`src/rtl/rt_xfer_pkg.sv`:
```
package rt_xfer_pkg;
  localparam int NUM_REGS = 4;
  localparam int SEL_W    = $clog2(NUM_REGS);

  typedef logic [SEL_W-1:0] reg_idx_t;

  // Fixed code map of the four registers.
  typedef enum logic [SEL_W-1:0] {
    RID_A = 2'd0,
    RID_B = 2'd1,
    RID_C = 2'd2,
    RID_G = 2'd3
  } reg_id_e;

  // Binary index to one-hot line vector, gated by an enable.
  function automatic logic [NUM_REGS-1:0] idx_to_lines(input reg_idx_t idx, input logic en);
    logic [NUM_REGS-1:0] lines;
    lines = '0;
    for (int i = 0; i < NUM_REGS; i++) begin
      lines[i] = en && (idx == reg_idx_t'(i));
    end
    return lines;
  endfunction
endpackage

```
`src/rtl/rt_src_mux.sv`:
```
module rt_src_mux #(
  parameter int W  = 4,
  parameter int N  = 4,
  parameter int SW = 2
) (
  input  logic [N*W-1:0] din,
  input  logic [SW-1:0]  sel,
  output logic [W-1:0]   dout
);
  always_comb begin
    dout = '0;
    for (int i = 0; i < N; i++) begin
      if (sel == SW'(i)) dout = din[i*W +: W];
    end
  end
endmodule

```
`src/rtl/rt_dst_decoder.sv`:
```
module rt_dst_decoder
  import rt_xfer_pkg::*;
(
  input  logic                en,
  input  reg_idx_t            sel,
  output logic [NUM_REGS-1:0] lines
);
  assign lines = idx_to_lines(sel, en);
endmodule

```
`src/rtl/rt_reg_slice.sv`:
```
module rt_reg_slice #(
  parameter int W = 4
) (
  input  logic         clk,
  input  logic         rst_n,
  input  logic         init_ld,
  input  logic [W-1:0] init_d,
  input  logic         xfer_ld,
  input  logic [W-1:0] bus_d,
  output logic [W-1:0] q
);
  always_ff @(posedge clk or negedge rst_n) begin
    if (!rst_n) begin
      q <= '0;
    end else if (init_ld) begin
      q <= init_d;
    end else if (xfer_ld) begin
      q <= bus_d;
    end
  end
endmodule

```
`src/rtl/rt_xfer_datapath.sv`:
```
module rt_xfer_datapath
  import rt_xfer_pkg::*;
#(
  parameter int WIDTH = 4
) (
  input  logic             clk,
  input  logic             rst_n,
  input  logic             xfer_en,
  input  logic [1:0]       src_sel,
  input  logic [1:0]       dst_sel,
  input  logic             init_we,
  input  logic [1:0]       init_idx,
  input  logic [WIDTH-1:0] init_data,
  output logic [WIDTH-1:0] reg_a,
  output logic [WIDTH-1:0] reg_b,
  output logic [WIDTH-1:0] reg_c,
  output logic [WIDTH-1:0] reg_g,
  output logic [WIDTH-1:0] bus_val
);
  localparam int FLAT_W = NUM_REGS * WIDTH;

  logic [FLAT_W-1:0]   regs_flat;
  logic [NUM_REGS-1:0] ld_vec;
  logic [NUM_REGS-1:0] init_vec;
  logic                xfer_go;

  // An external write wins the cycle: the bus move is dropped.
  assign xfer_go = xfer_en && !init_we;

  rt_src_mux #(.W(WIDTH), .N(NUM_REGS), .SW(SEL_W)) u_mux (
    .din  (regs_flat),
    .sel  (src_sel),
    .dout (bus_val)
  );

  rt_dst_decoder u_xfer_dec (
    .en    (xfer_go),
    .sel   (dst_sel),
    .lines (ld_vec)
  );

  rt_dst_decoder u_init_dec (
    .en    (init_we),
    .sel   (init_idx),
    .lines (init_vec)
  );

  for (genvar i = 0; i < NUM_REGS; i++) begin : g_slice
    rt_reg_slice #(.W(WIDTH)) u_reg (
      .clk     (clk),
      .rst_n   (rst_n),
      .init_ld (init_vec[i]),
      .init_d  (init_data),
      .xfer_ld (ld_vec[i]),
      .bus_d   (bus_val),
      .q       (regs_flat[i*WIDTH +: WIDTH])
    );
  end

  assign reg_a = regs_flat[RID_A*WIDTH +: WIDTH];
  assign reg_b = regs_flat[RID_B*WIDTH +: WIDTH];
  assign reg_c = regs_flat[RID_C*WIDTH +: WIDTH];
  assign reg_g = regs_flat[RID_G*WIDTH +: WIDTH];
endmodule

```
`config.mk`:
```
export PLATFORM = sky130hd
export DESIGN_NAME = rt_xfer_datapath
export DESIGN_NICKNAME = d
export VERILOG_FILES = /design/src/rtl/rt_xfer_pkg.sv /design/src/rtl/rt_src_mux.sv /design/src/rtl/rt_dst_decoder.sv /design/src/rtl/rt_reg_slice.sv /design/src/rtl/rt_xfer_datapath.sv
export SDC_FILE = /design/constraint.sdc
export NUM_CORES = 1
export LEC_CHECK = 0
export BUFFER_PORTS_ARGS = -buffer_cell sky130_fd_sc_hd__buf_2
export CORE_MARGIN = 2
export CORE_UTILIZATION = 35
export CTS_BUF_LIST = sky130_fd_sc_hd__clkbuf_16
export DETAILED_ROUTE_END_ITERATION = 10
export PLACE_DENSITY = 0.69
export SYNTH_ARGS = -nofsm -noshare
export SYNTH_HDL_FRONTEND = slang
export SYNTH_SLANG_ARGS = --single-unit
```
`constraint.sdc`:
```
create_clock -name clk -period 4.23 [get_ports clk]
set_clock_uncertainty 0.2 [all_clocks]
set_input_delay 0.423 -clock clk [delete_from_list [all_inputs] [get_ports clk]]
set_output_delay 0.423 -clock clk [all_outputs]
set_load 0.005 [all_outputs]
```
* Word level (Yosys, flattened, before mapping)
Index checks and enable logic that the tools add are counted. W data, S select, Z words.
Operators by class: equal/unequal tests 9, mux-type cells 12, reductions and logical operators 17
Operators by type and width (number):
- $mux W4 | 12
- $eq A2 B2 Y1 const B | 6
- $logic_and A1 B1 Y1 | 9
- $reduce_bool A2 Y1 | 4
- $eq A2 B1 Y1 const B | 3
- $logic_not A2 Y1 | 3
- $logic_not A1 Y1 | 1
Storage, ports and cells: input bits 14, output and inout bits 20, register bits after elaboration 16

* Depth between registers and ports, before layout
Gate-level depths: netlist (run 1).
depth in word-level cells 7, depth in mapped cells 4, mapped depth without buffers 3

* Hierarchy
Synthesis (run 1) repeated with hierarchy kept, for this count alone.
Unflattened totals: cell total of the unflattened synthesis 81, area total of the unflattened synthesis 939.7 um^2
By module, submodules not included:
- rt_reg_slice | times used 4, area an instance 186.4 um^2, sequential area each 100.1 um^2, cells each 17
- rt_src_mux | times used 1, area an instance 105.1 um^2, sequential area each 0.0 um^2, cells each 4
- rt_dst_decoder | times used 2, area an instance 37.5 um^2, sequential area each 0.0 um^2, cells each 4
- rt_xfer_datapath | times used 1, area an instance 13.8 um^2, sequential area each 0.0 um^2, cells each 1

* Least setup slack after synthesis (run 1)
OpenSTA, ideal clock, no wires.
path kind in2reg, start point input port src_sel[0], end point register g_slice[2].u_reg.q[0], buffers on the path 0, setup slack 2592 ps, required time 3903 ps, data arrival time 1311 ps, stages on the path 2, cell sequence mux4_2 a221o_2
On the way: word-level cells in the longest chain between the ends 7, elaborated cells between the ends (all ways) 10, those cells by class eq/ne: 3; mux: 6; reduce/logical: 1
RTL lines:
- from (decl) | RTL line rt_xfer_datapath.sv:9 | input logic [1:0] src_sel,
- $logic_not A2 Y1 | RTL line rt_src_mux.sv:13 | if (sel == SW'(i)) dout = din[i*W +: W];
- $mux W4 (3 in a row) | RTL line rt_src_mux.sv:13
- $mux W4 * | RTL line rt_src_mux.sv:13
- $mux W4 * | RTL line rt_reg_slice.sv:17 | end else if (xfer_ld) begin
- $mux W4 * | RTL line rt_reg_slice.sv:15 | end else if (init_ld) begin
- to (signal assigned) | RTL line rt_reg_slice.sv:16 | q <= init_d;
- to (signal assigned) | RTL line rt_reg_slice.sv:18 | q <= bus_d;
- to (decl) | RTL line rt_reg_slice.sv:10 | output logic [W-1:0] q
Every way passes the cells marked *; elsewhere a longest branch is shown, timed or not. The select of a mux whose other input is x is not followed. A chain may end at the register's enable or synchronous reset.

* Final worst setup path (run 1)
start point register g_slice[2].u_reg.q[0], end point output port bus_val[0]
On the way: word-level cells in the longest chain between the ends 2
RTL lines:
- $mux W4 (2 in a row) | RTL line rt_src_mux.sv:13
- to (decl) | RTL line rt_xfer_datapath.sv:18 | output logic [WIDTH-1:0] bus_val
Every way passes these cells.

==> results of run 1 <==
[worst max-delay path by stage]
| stage | endpoint | slack [ps] |
|---|---|---|
| after floorplan | g_slice[2].u_reg.q[0]$_DFFE_PN0P_ | 2590 |
| after global placement | bus_val[1] | 2290 |
| after detailed placement | bus_val[1] | 2280 |
| after CTS | bus_val[0] | 2260 |
| after global routing | bus_val[0] | 2230 |
| final | bus_val[0] | 2250 |
[Yosys cell counts (2+ instances only)]
cell | instances | area (sq um)
a21o_1 | 4 | 30.0
a221o_2 | 4 | 45.0
a22o_1 | 4 | 35.0
a22oi_1 | 8 | 60.1
and3_1 | 5 | 31.3
dfrtp_1 | 16 | 400
mux4_2 | 4 | 90.1
nand2_1 | 9 | 33.8
nand3_1 | 9 | 45.0
nand3b_1 | 2 | 15.0
nand4bb_1 | 2 | 22.5
nor2_1 | 2 | 7.51
[critical path: cells and delay by family, from the launching register on]
| family | cells | cell delay [ps] |
|---|---|---|
| mux | 1 | 540 |
| flops | 1 | 410 |
| buf+inv | 1 | 160 |
[area by class of cell]
| type | count | area [sq um] |
|---|---|---|
| clock buffers | 3 | 75.1 |
| clock inverters | 1 | 3.75 |
| multi-input cells | 60 | 488 |
| flip-flops and latches | 16 | 400 |
| well taps | 30 | 37.5 |
| repair buffers | 34 | 175 |
| fillers | 236 | 1270 |
[power by group]
part | switching, mW | internal [mW] | total [mW]
registers | 0.0278 | 0.185 | 0.212
logic | 0.0653 | 0.0730 | 0.138
clock network | 0.0599 | 0.125 | 0.185
[what timing repair did]
item                       CTS  global route
hold endpoints to repair    16             0
resized for setup            0             0
hold buffers                 1             0
setup endpoints to repair    0             0
[metrics by stage]
stage	worst slack [ps]	utilization, %	hold slack, ps	total power, mW	std cells
4_1_cts	2260	48.1	258	0.538	144
6_report	2250	48.1	259	0.536	144
3_5_place_dp	2280	44.4	152	0.352	139
5_1_grt	2230	48.1	273	0.560	144
3_3_place_gp	2290	44.4	146	0.347	139
2_1_floorplan	2590	-	-72.6	0.277	77
[logic make-up after synthesis]
kind of cell | count (synthesis) | synth area share [%]
AND/OR/NAND/NOR | 36 | 25.5
flip-flops | 16 | 44.8
multiplexers | 4 | 10.1
AO/OA/AOI/OAI | 20 | 19.0
buffers and inverters | 1 | 0.560
[metal layers]
| metal | wire [um] | GRT usage (%) | vias to the layer above | share of wire [%] |
|---|---|---|---|---|
| li1 | - | - | 392 | - |
| met1 | 1140 | 25.8 | 426 | 45 |
| met2 | 1150 | 29.3 | 53 | 45 |
| met5 | 0 | 0 | - | 0 |
| met3 | 231 | 5.19 | 3 | 9.0 |
| met4 | 37 | 7.50 | 0 | 1.4 |
==> results.py, run 1 <==
metrics = {
    "setup_path": {
        "worstReg2RegEnd": "g_slice[2].u_reg.q[0]$_DFFE_PN0P_",
        "startpoint_type": "register",
        "crit_chain": "mux4_2, buf_2",
        "rrSetupSlack_ps": 2580,
        "worst-r2r-cell-count": 2,
        "critPathMaxStageDelay_ps": 540,
        "cp_slowest_cell": "mux4_2",
        "worstPathRequired_ps": 3610,
        "path_max_fanout": 5,
        "crit_arrival_ps": 1360,
        "critPathLaunch": "g_slice[2].u_reg.q[0]$_DFFE_PN0P_",
        "crit_type": "reg2out",
        "critPathCaptureType": "output pin",
        "rr_startpoint": "g_slice[2].u_reg.q[0]$_DFFE_PN0P_",
    },
    "routing": {
        "totalWireLength_mm": 2.56,
        "wl_per_cell_um": 17.8,
        "first_pass_iters": 4,
        "drt_iter0_drc": 28,
        "drc": 0,
        "routed_via_density": 6.07,
        "vias": 874,
        "ant_nets": 0,
    },
    "cells_and_area": {
        "largest_reg_flops": 16,
        "layout_common_cells": "buf_2 (33), dfrtp_1 (16), nand3_1 (9), nand2_1 (9), a22oi_1 (8)",
        "top_register": "g_slice.u_reg.q",
        "fin_nets": 129,
        "syn_to_final_growth_pct": 32.1,
        "reg_top3": "g_slice.u_reg.q: 16 flops",
        "finalInstanceArea_sq_um": 1180,
        "layout_commonest_cell": "buf_2",
        "diodes": 0,
        "layout-drive-gt1-share_pct": 40.4,
    },
    "floorplanning": {
        "die_h_um": 54.5,
        "fp-row-count": 18,
        "floorplan.initialDensity_pct": 36.4,
        "io_pins": 34,
        "fp.dieArea_sq_um": 2970,
        "core_sq_um": 2450,
        "die_width_um": 54.5,
    },
    "synthesis": {
        "ys_seq_elements": 16,
        "syn-num-nets": 91,
        "synthDistinctLibCells": 20,
        "synthesis.area_sq_um": 893,
        "syn_area_per_cell_sq_um": 11.6,
        "synth_enable_flop_cells": 0,
        "yosysSeqAreaShare_pct": 44.8,
        "ys.flop_type": "dfrtp_1",
        "synthCells": 77,
        "synth_warnings": 0,
        "synth-async-reset-ratio_pct": 100,
    },
    "global_route": {
        "grt-ovfl-total": 0,
        "grt_max_degree": 17,
        "grt_usage_pct": 19.2,
        "grt_pass1_wl_mm": 3.88,
        "grt_antenna_before_repair": 0,
        "first_global_vias": 820,
    },
    "cts": {
        "cts_tree": "built",
        "clock-sinks": 16,
        "cts_buffers": 3,
        "clkLatencyLatePin_ps": 250,
        "cts_root_buf": "clkbuf_16",
        "cts_max_path_buffers": 2,
        "htreeDepth": 1,
        "clkTransAtPathRegs_ps": 50,
        "cts_setup_buffers": 0,
    },
    "timing": {
        "period_share_pct": 46.8,
        "tns_ps": 0,
        "finalSetupViolCount": 0,
        "slew_headroom_pct": 40.3,
        "drv_slew": 0,
        "max_freq_mhz": 505,
        "tightest_slew_ps": 884,
        "period_needed_ps": 1980,
        "finalHoldViolCount": 0,
        "rsz0062_at_grt": "false",
    },
    "hold_path": {
        "hold_depth": 2,
        "min_path_type": "in2reg",
        "worstHoldStart": "init_data[1]",
        "holdPathEnd": "g_slice[2].u_reg.q[1]$_DFFE_PN0P_",
    },
    "place": {
        "place_area_sq_um": 1090,
        "gp_congestion": 0.918,
        "hpwl_mm": 1.99,
        "io_buffers": 33,
    },
    "power_and_ir_drop": {
        "ir_drop_uv": 287,
        "power_density_nw_per_um2": 454,
        "p_leak_nw": 0.606,
    },
    "job": {
        "maxCapViolations": 0,
    },
    "status": {
        "outcome": "completed",
    },
}
No activity file was read; power rests on OpenSTA's default activity.
==> run 2: changes to the inputs <==
Settings changed: PLACE_DENSITY 0.69 to 0.72.
Clock period 4.23 ns to 1.7 ns, I/O delays scaled along.
==> run 2 against run 1 <==
Effect of this change:
- the run now ends with negative setup slack left
- clock-buffer cell count stayed put
- die area stayed put
- power grew to 2.7 times the previous value
- first-iteration DRC count is 21% higher
- worst hold slack worse by 250 ps
- combinational power grew to 3.6 times the previous value
- critical endpoint unchanged
==> results.py, run 2 (same netlist as run 1, synthesis figures left out) <==
metrics = {
    "status": {
        "outcome": "finished, violations left",
        "violations": "negative setup slack",
    },
    "cts": {
        "htreeDepth": 1,
        "cts_tree": "built",
        "clock-sinks": 16,
        "clkLatencyLatePin_ps": 240,
        "cts_max_path_buffers": 2,
        "clkTransAtPathRegs_ps": 50,
        "cts_buffers": 3,
        "cts_root_buf": "clkbuf_16",
    },
    "timing": {
        "slew_headroom_pct": 76.2,
        "period_needed_ps": 1730,
        "period_share_pct": 102,
        "tns_ps": -53.1,
        "tightest_slew_ps": 358,
        "timing.final.ws_setup_ps": -31.5,
        "drv_slew": 0,
        "finalHoldViolCount": 0,
        "finalSetupViolCount": 3,
        "rsz0062_at_grt": "true",
        "max_freq_mhz": 578,
        "whs_ps": 9.42,
    },
    "floorplanning": {
        "core_sq_um": 2450,
        "fp.dieArea_sq_um": 2970,
        "fp-row-count": 18,
        "die_width_um": 54.5,
        "io_pins": 34,
        "die_h_um": 54.5,
        "floorplan.initialDensity_pct": 36.4,
    },
    "setup_path": {
        "crit_arrival_ps": 1360,
        "cp_slowest_cell": "mux4_2",
        "path_max_fanout": 5,
        "critPathCaptureType": "output pin",
        "cp_num_buf_inv": 1,
        "crit_type": "reg2out",
        "crit_chain": "mux4_2, buf_2",
        "critPathMaxStageDelay_ps": 560,
        "startpoint_type": "register",
        "path_delay_family": "multiplexers",
        "worstPathRequired_ps": 1330,
    },
    "cells_and_area": {
        "largest_reg_flops": 16,
        "fin_nets": 147,
        "multi_input_area_sq_um": 503,
        "post-route-util_pct": 54.2,
        "seq_area_sq_um": 400,
        "layout-drive-gt1-share_pct": 51.1,
        "top_register": "g_slice.u_reg.q",
        "fin_cells": 161,
        "layout_commonest_cell": "buf_2",
        "syn_to_final_growth_pct": 48.9,
        "reg_top3": "g_slice.u_reg.q: 16 flops",
        "nFillCells": 220,
        "diodes": 0,
        "layout_common_cells": "buf_2 (33), buf_4 (17), dfrtp_1 (16)",
        "finalInstanceArea_sq_um": 1330,
    },
    "power_and_ir_drop": {
        "p_leak_nw": 0.698,
        "ir_drop_uv": 455,
        "power_density_nw_per_um2": 1100,
    },
    "routing": {
        "first_pass_iters": 4,
        "wl_per_cell_um": 17.3,
        "ant_nets": 0,
        "routed_via_density": 5.68,
        "totalWireLength_mm": 2.79,
        "vias": 914,
        "drc": 0,
        "drt_iter0_drc": 34,
    },
    "job": {
        "maxCapViolations": 0,
    },
    "global_route": {
        "grt_max_degree": 17,
        "grt_usage_pct": 20.0,
        "grt_antenna_before_repair": 0,
        "grt-ovfl-total": 0,
        "first_global_vias": 835,
        "grt_pass1_wl_mm": 4.11,
    },
    "place": {
        "gp_congestion": 0.921,
        "placed_cells": 144,
        "io_buffers": 33,
        "place_area_sq_um": 1130,
        "hpwl_mm": 2.04,
    },
    "hold_path": {
        "min_path_type": "in2reg",
    },
}
## run 2: cell types whose count changed in the layout (fill, tap and decap cells not counted)
| cell | before | now |
|---|---|---|
| buf_6 | 0 | 1 |
| buf_4 | 0 | 17 |
| clkinv_1 | 1 | 0 |
| a22oi_1 | 8 | 5 |
| a22oi_2 | 0 | 3 |
## run 2: power by group
group | internal [mW] | switching, mW
sequential | 0.459 | 0.0551
clock | 0.309 | 0.143
combinational | 0.279 | 0.215
## run 2: final cells by class
cell class                 count  share of cell area (%)
clock buffer                   3                    5.64
multi-input combinational     60                    37.8
sequential                    16                    30.1
tap                           30                    2.82
timing repair buffer          52                    23.6
## run 2: metal layers
layer	routed length (um)	share of wire (%)	up-vias	GRT usage, %
met2	1330	48	38	30.1
met5	0	0	-	0
met3	215	7.7	4	3.28
li1	-	-	426	-
met4	34	1.2	0	9.17
met1	1210	44	446	28.0
## run 2: repair_timing
action | in CTS | in global routing
endpoints found under the hold margin | 16 | 0
pin swaps | 0 | 0
hold buffers | 1 | 0
setup endpoints to repair | 4 | 7
buffers inserted | 7 | 6
resized for setup | 0 | 4
## run 2: final timing paths
path	cells past startpoint	end	slack, ps	start
worst min-delay path	3	g_slice[1].u_reg.q[1]$_DFFE_PN0P_	9	init_data[1]
worst min register to register	1	g_slice[0].u_reg.q[3]$_DFFE_PN0P_	290	g_slice[0].u_reg.q[3]$_DFFE_PN0P_
worst max register to register	4	g_slice[3].u_reg.q[0]$_DFFE_PN0P_	40	g_slice[3].u_reg.q[0]$_DFFE_PN0P_
max in group asynchronous	2	g_slice[2].u_reg.q[1]$_DFFE_PN0P_	870	rst_n
worst max-delay path	2	bus_val[0]	-30	g_slice[3].u_reg.q[0]$_DFFE_PN0P_
min in group asynchronous	2	g_slice[1].u_reg.q[0]$_DFFE_PN0P_	170	rst_n
## run 2: per-stage QoR
stage / total power [mW] / setup slack (ps)
floorplan: 0.690 / 111
global placement: 0.890 / 59.6
detailed placement: 0.900 / 43.3
CTS: 1.40 / -31.4
global route: 1.52 / -57.1
finish: 1.46 / -31.5
## run 2: worst register-to-register path: stages, from the launching register on
cell	delay, ps
dfrtp_1	390
mux4_2	560
buf_4	180
a22oi_2	150
nand2_1	70
==> run 3: changes to the inputs <==
Settings changed: SKIP_LAST_GASP set to 1.
==> run 3 against run 2 <==
Effect of this change:
- the run still ends with negative setup slack left
- register-to-register slack lost 20 ps
- utilization is 0.20 points lower
- worst hold slack improved by 6.2 ps
- final cell count did not move
- final area fell by 0.38%
- via count grew 0.44%
- first-iteration DRC count decreased by 21%
- non-clock buffer count unchanged
- sequential share of layout area increased by 0.11 points
- power down 0.30%
- clock power is essentially flat
==> results.py, run 3 (same netlist as run 1, synthesis figures left out) <==
metrics = {
    "cells_and_area": {
        "layout_commonest_cell": "buf_2",
        "reg_top3": "g_slice.u_reg.q: 16 flops",
        "layout-drive-gt1-share_pct": 50.4,
        "top_register": "g_slice.u_reg.q",
        "largest_reg_flops": 16,
        "finalInstanceArea_sq_um": 1330,
        "fin_cells": 161,
        "diodes": 0,
        "seq_area_sq_um": 400,
        "syn_to_final_growth_pct": 48.3,
        "fin_nets": 147,
        "layout_common_cells": "buf_2 (33), buf_4 (17), dfrtp_1 (16)",
        "nFillCells": 221,
        "multi_input_area_sq_um": 498,
    },
    "floorplanning": {
        "io_pins": 34,
        "fp.dieArea_sq_um": 2970,
        "core_sq_um": 2450,
        "die_h_um": 54.5,
        "die_width_um": 54.5,
        "fp-row-count": 18,
        "floorplan.initialDensity_pct": 36.4,
    },
    "timing": {
        "tns_ps": -42.0,
        "tightest_slew_ps": 357,
        "period_share_pct": 102,
        "drv_slew": 0,
        "max_freq_mhz": 577,
        "finalHoldViolCount": 0,
        "timing.final.ws_setup_ps": -33.6,
        "slew_headroom_pct": 76.2,
        "finalSetupViolCount": 3,
        "period_needed_ps": 1730,
        "rsz0062_at_grt": "true",
    },
    "hold_path": {
        "worstHoldStart": "init_data[1]",
        "min_path_type": "in2reg",
    },
    "global_route": {
        "grt-ovfl-total": 0,
        "grt_antenna_before_repair": 0,
        "first_global_vias": 835,
        "grt_usage_pct": 20.0,
        "grt_max_degree": 17,
        "grt_pass1_wl_mm": 4.11,
    },
    "cts": {
        "clock-sinks": 16,
        "cts_max_path_buffers": 2,
        "cts_buffers": 3,
        "cts_root_buf": "clkbuf_16",
        "clkLatencyLatePin_ps": 240,
        "clkTransAtPathRegs_ps": 50,
        "cts_tree": "built",
        "htreeDepth": 1,
    },
    "routing": {
        "first_pass_iters": 4,
        "vias": 918,
        "drt_iter0_drc": 27,
        "totalWireLength_mm": 2.77,
        "wl_per_cell_um": 17.2,
        "drc": 0,
        "routed_via_density": 5.70,
        "ant_nets": 0,
    },
    "setup_path": {
        "path_max_fanout": 5,
        "crit_arrival_ps": 1360,
        "crit_type": "reg2out",
        "startpoint_type": "register",
        "worstPathRequired_ps": 1330,
        "critPathCaptureType": "output pin",
        "critPathLaunch": "g_slice[3].u_reg.q[0]$_DFFE_PN0P_",
        "rr_startpoint": "g_slice[3].u_reg.q[0]$_DFFE_PN0P_",
    },
    "place": {
        "placed_cells": 144,
        "hpwl_mm": 2.04,
        "place_ws_ps": 43.3,
        "gp_congestion": 0.921,
        "io_buffers": 33,
        "place_area_sq_um": 1130,
    },
    "status": {
        "violations": "negative setup slack",
        "outcome": "finished, violations left",
    },
    "power_and_ir_drop": {
        "total_power_mw": 1.46,
        "p_leak_nw": 0.698,
        "ir_drop_uv": 456,
        "power_density_nw_per_um2": 1100,
    },
    "job": {
        "maxCapViolations": 0,
    },
}
## run 3: changes by cell type in the layout (fill, tap and decap cells not counted)
| cell | change |
|---|---|
| a22oi_2 | -1 |
| a22oi_1 | +1 |
## run 3: layout make-up
cell class                      instances  share of cell area [%]
Multi-Input combinational cell         60                    37.6
Sequential cell                        16                    30.2
Timing Repair Buffer                   52                    23.7
Clock buffer                            3                    5.67
Tap cell                               30                    2.83
## run 3: timing repair
action / CTS / global route
resized for setup: 0 / 3
hold endpoints to repair: 16 / 0
hold buffers: 1 / 0
setup endpoints to repair: 4 / 7
buffers inserted: 7 / 6
## run 3: worst paths after layout
kind	slack [ps]	endpoint	depth (start not counted)
worst max-delay path	-30	bus_val[0]	2
worst min-delay path	20	g_slice[1].u_reg.q[1]$_DFFE_PN0P_	3
worst max register to register	20	g_slice[3].u_reg.q[0]$_DFFE_PN0P_	4
worst min register to register	290	g_slice[0].u_reg.q[3]$_DFFE_PN0P_	1
max in group asynchronous	870	g_slice[2].u_reg.q[1]$_DFFE_PN0P_	2
min in group asynchronous	170	g_slice[1].u_reg.q[0]$_DFFE_PN0P_	2
## run 3: worst max-delay path, stage by stage (launching register included)
cell	delay, ps
dfrtp_1	390
mux4_2	560
buf_2	170
## run 3: layer usage
layer | up-vias | global-route usage [%] | wire length (um)
met4 | 0 | 9.17 | 19
li1 | 424 | - | -
met1 | 445 | 28.0 | 1180
met3 | 2 | 3.28 | 268
met2 | 47 | 30.1 | 1300
met5 | - | 0 | 0
## run 3: per-stage QoR
step                util, %  hold slack (ps)
floorplan                 -             -326
global placement       46.0             -107
detailed placement     46.0             -101
CTS                    51.6             24.0
global route           54.0             25.9
finish                 54.0             15.6
## run 3: report_power, final
part,internal (mW),switching (mW),total (mW),leakage [nW]
sequential,0.459,0.0545,0.514,0.201
combinational,0.279,0.212,0.491,0.460
clock,0.309,0.143,0.451,0.0370
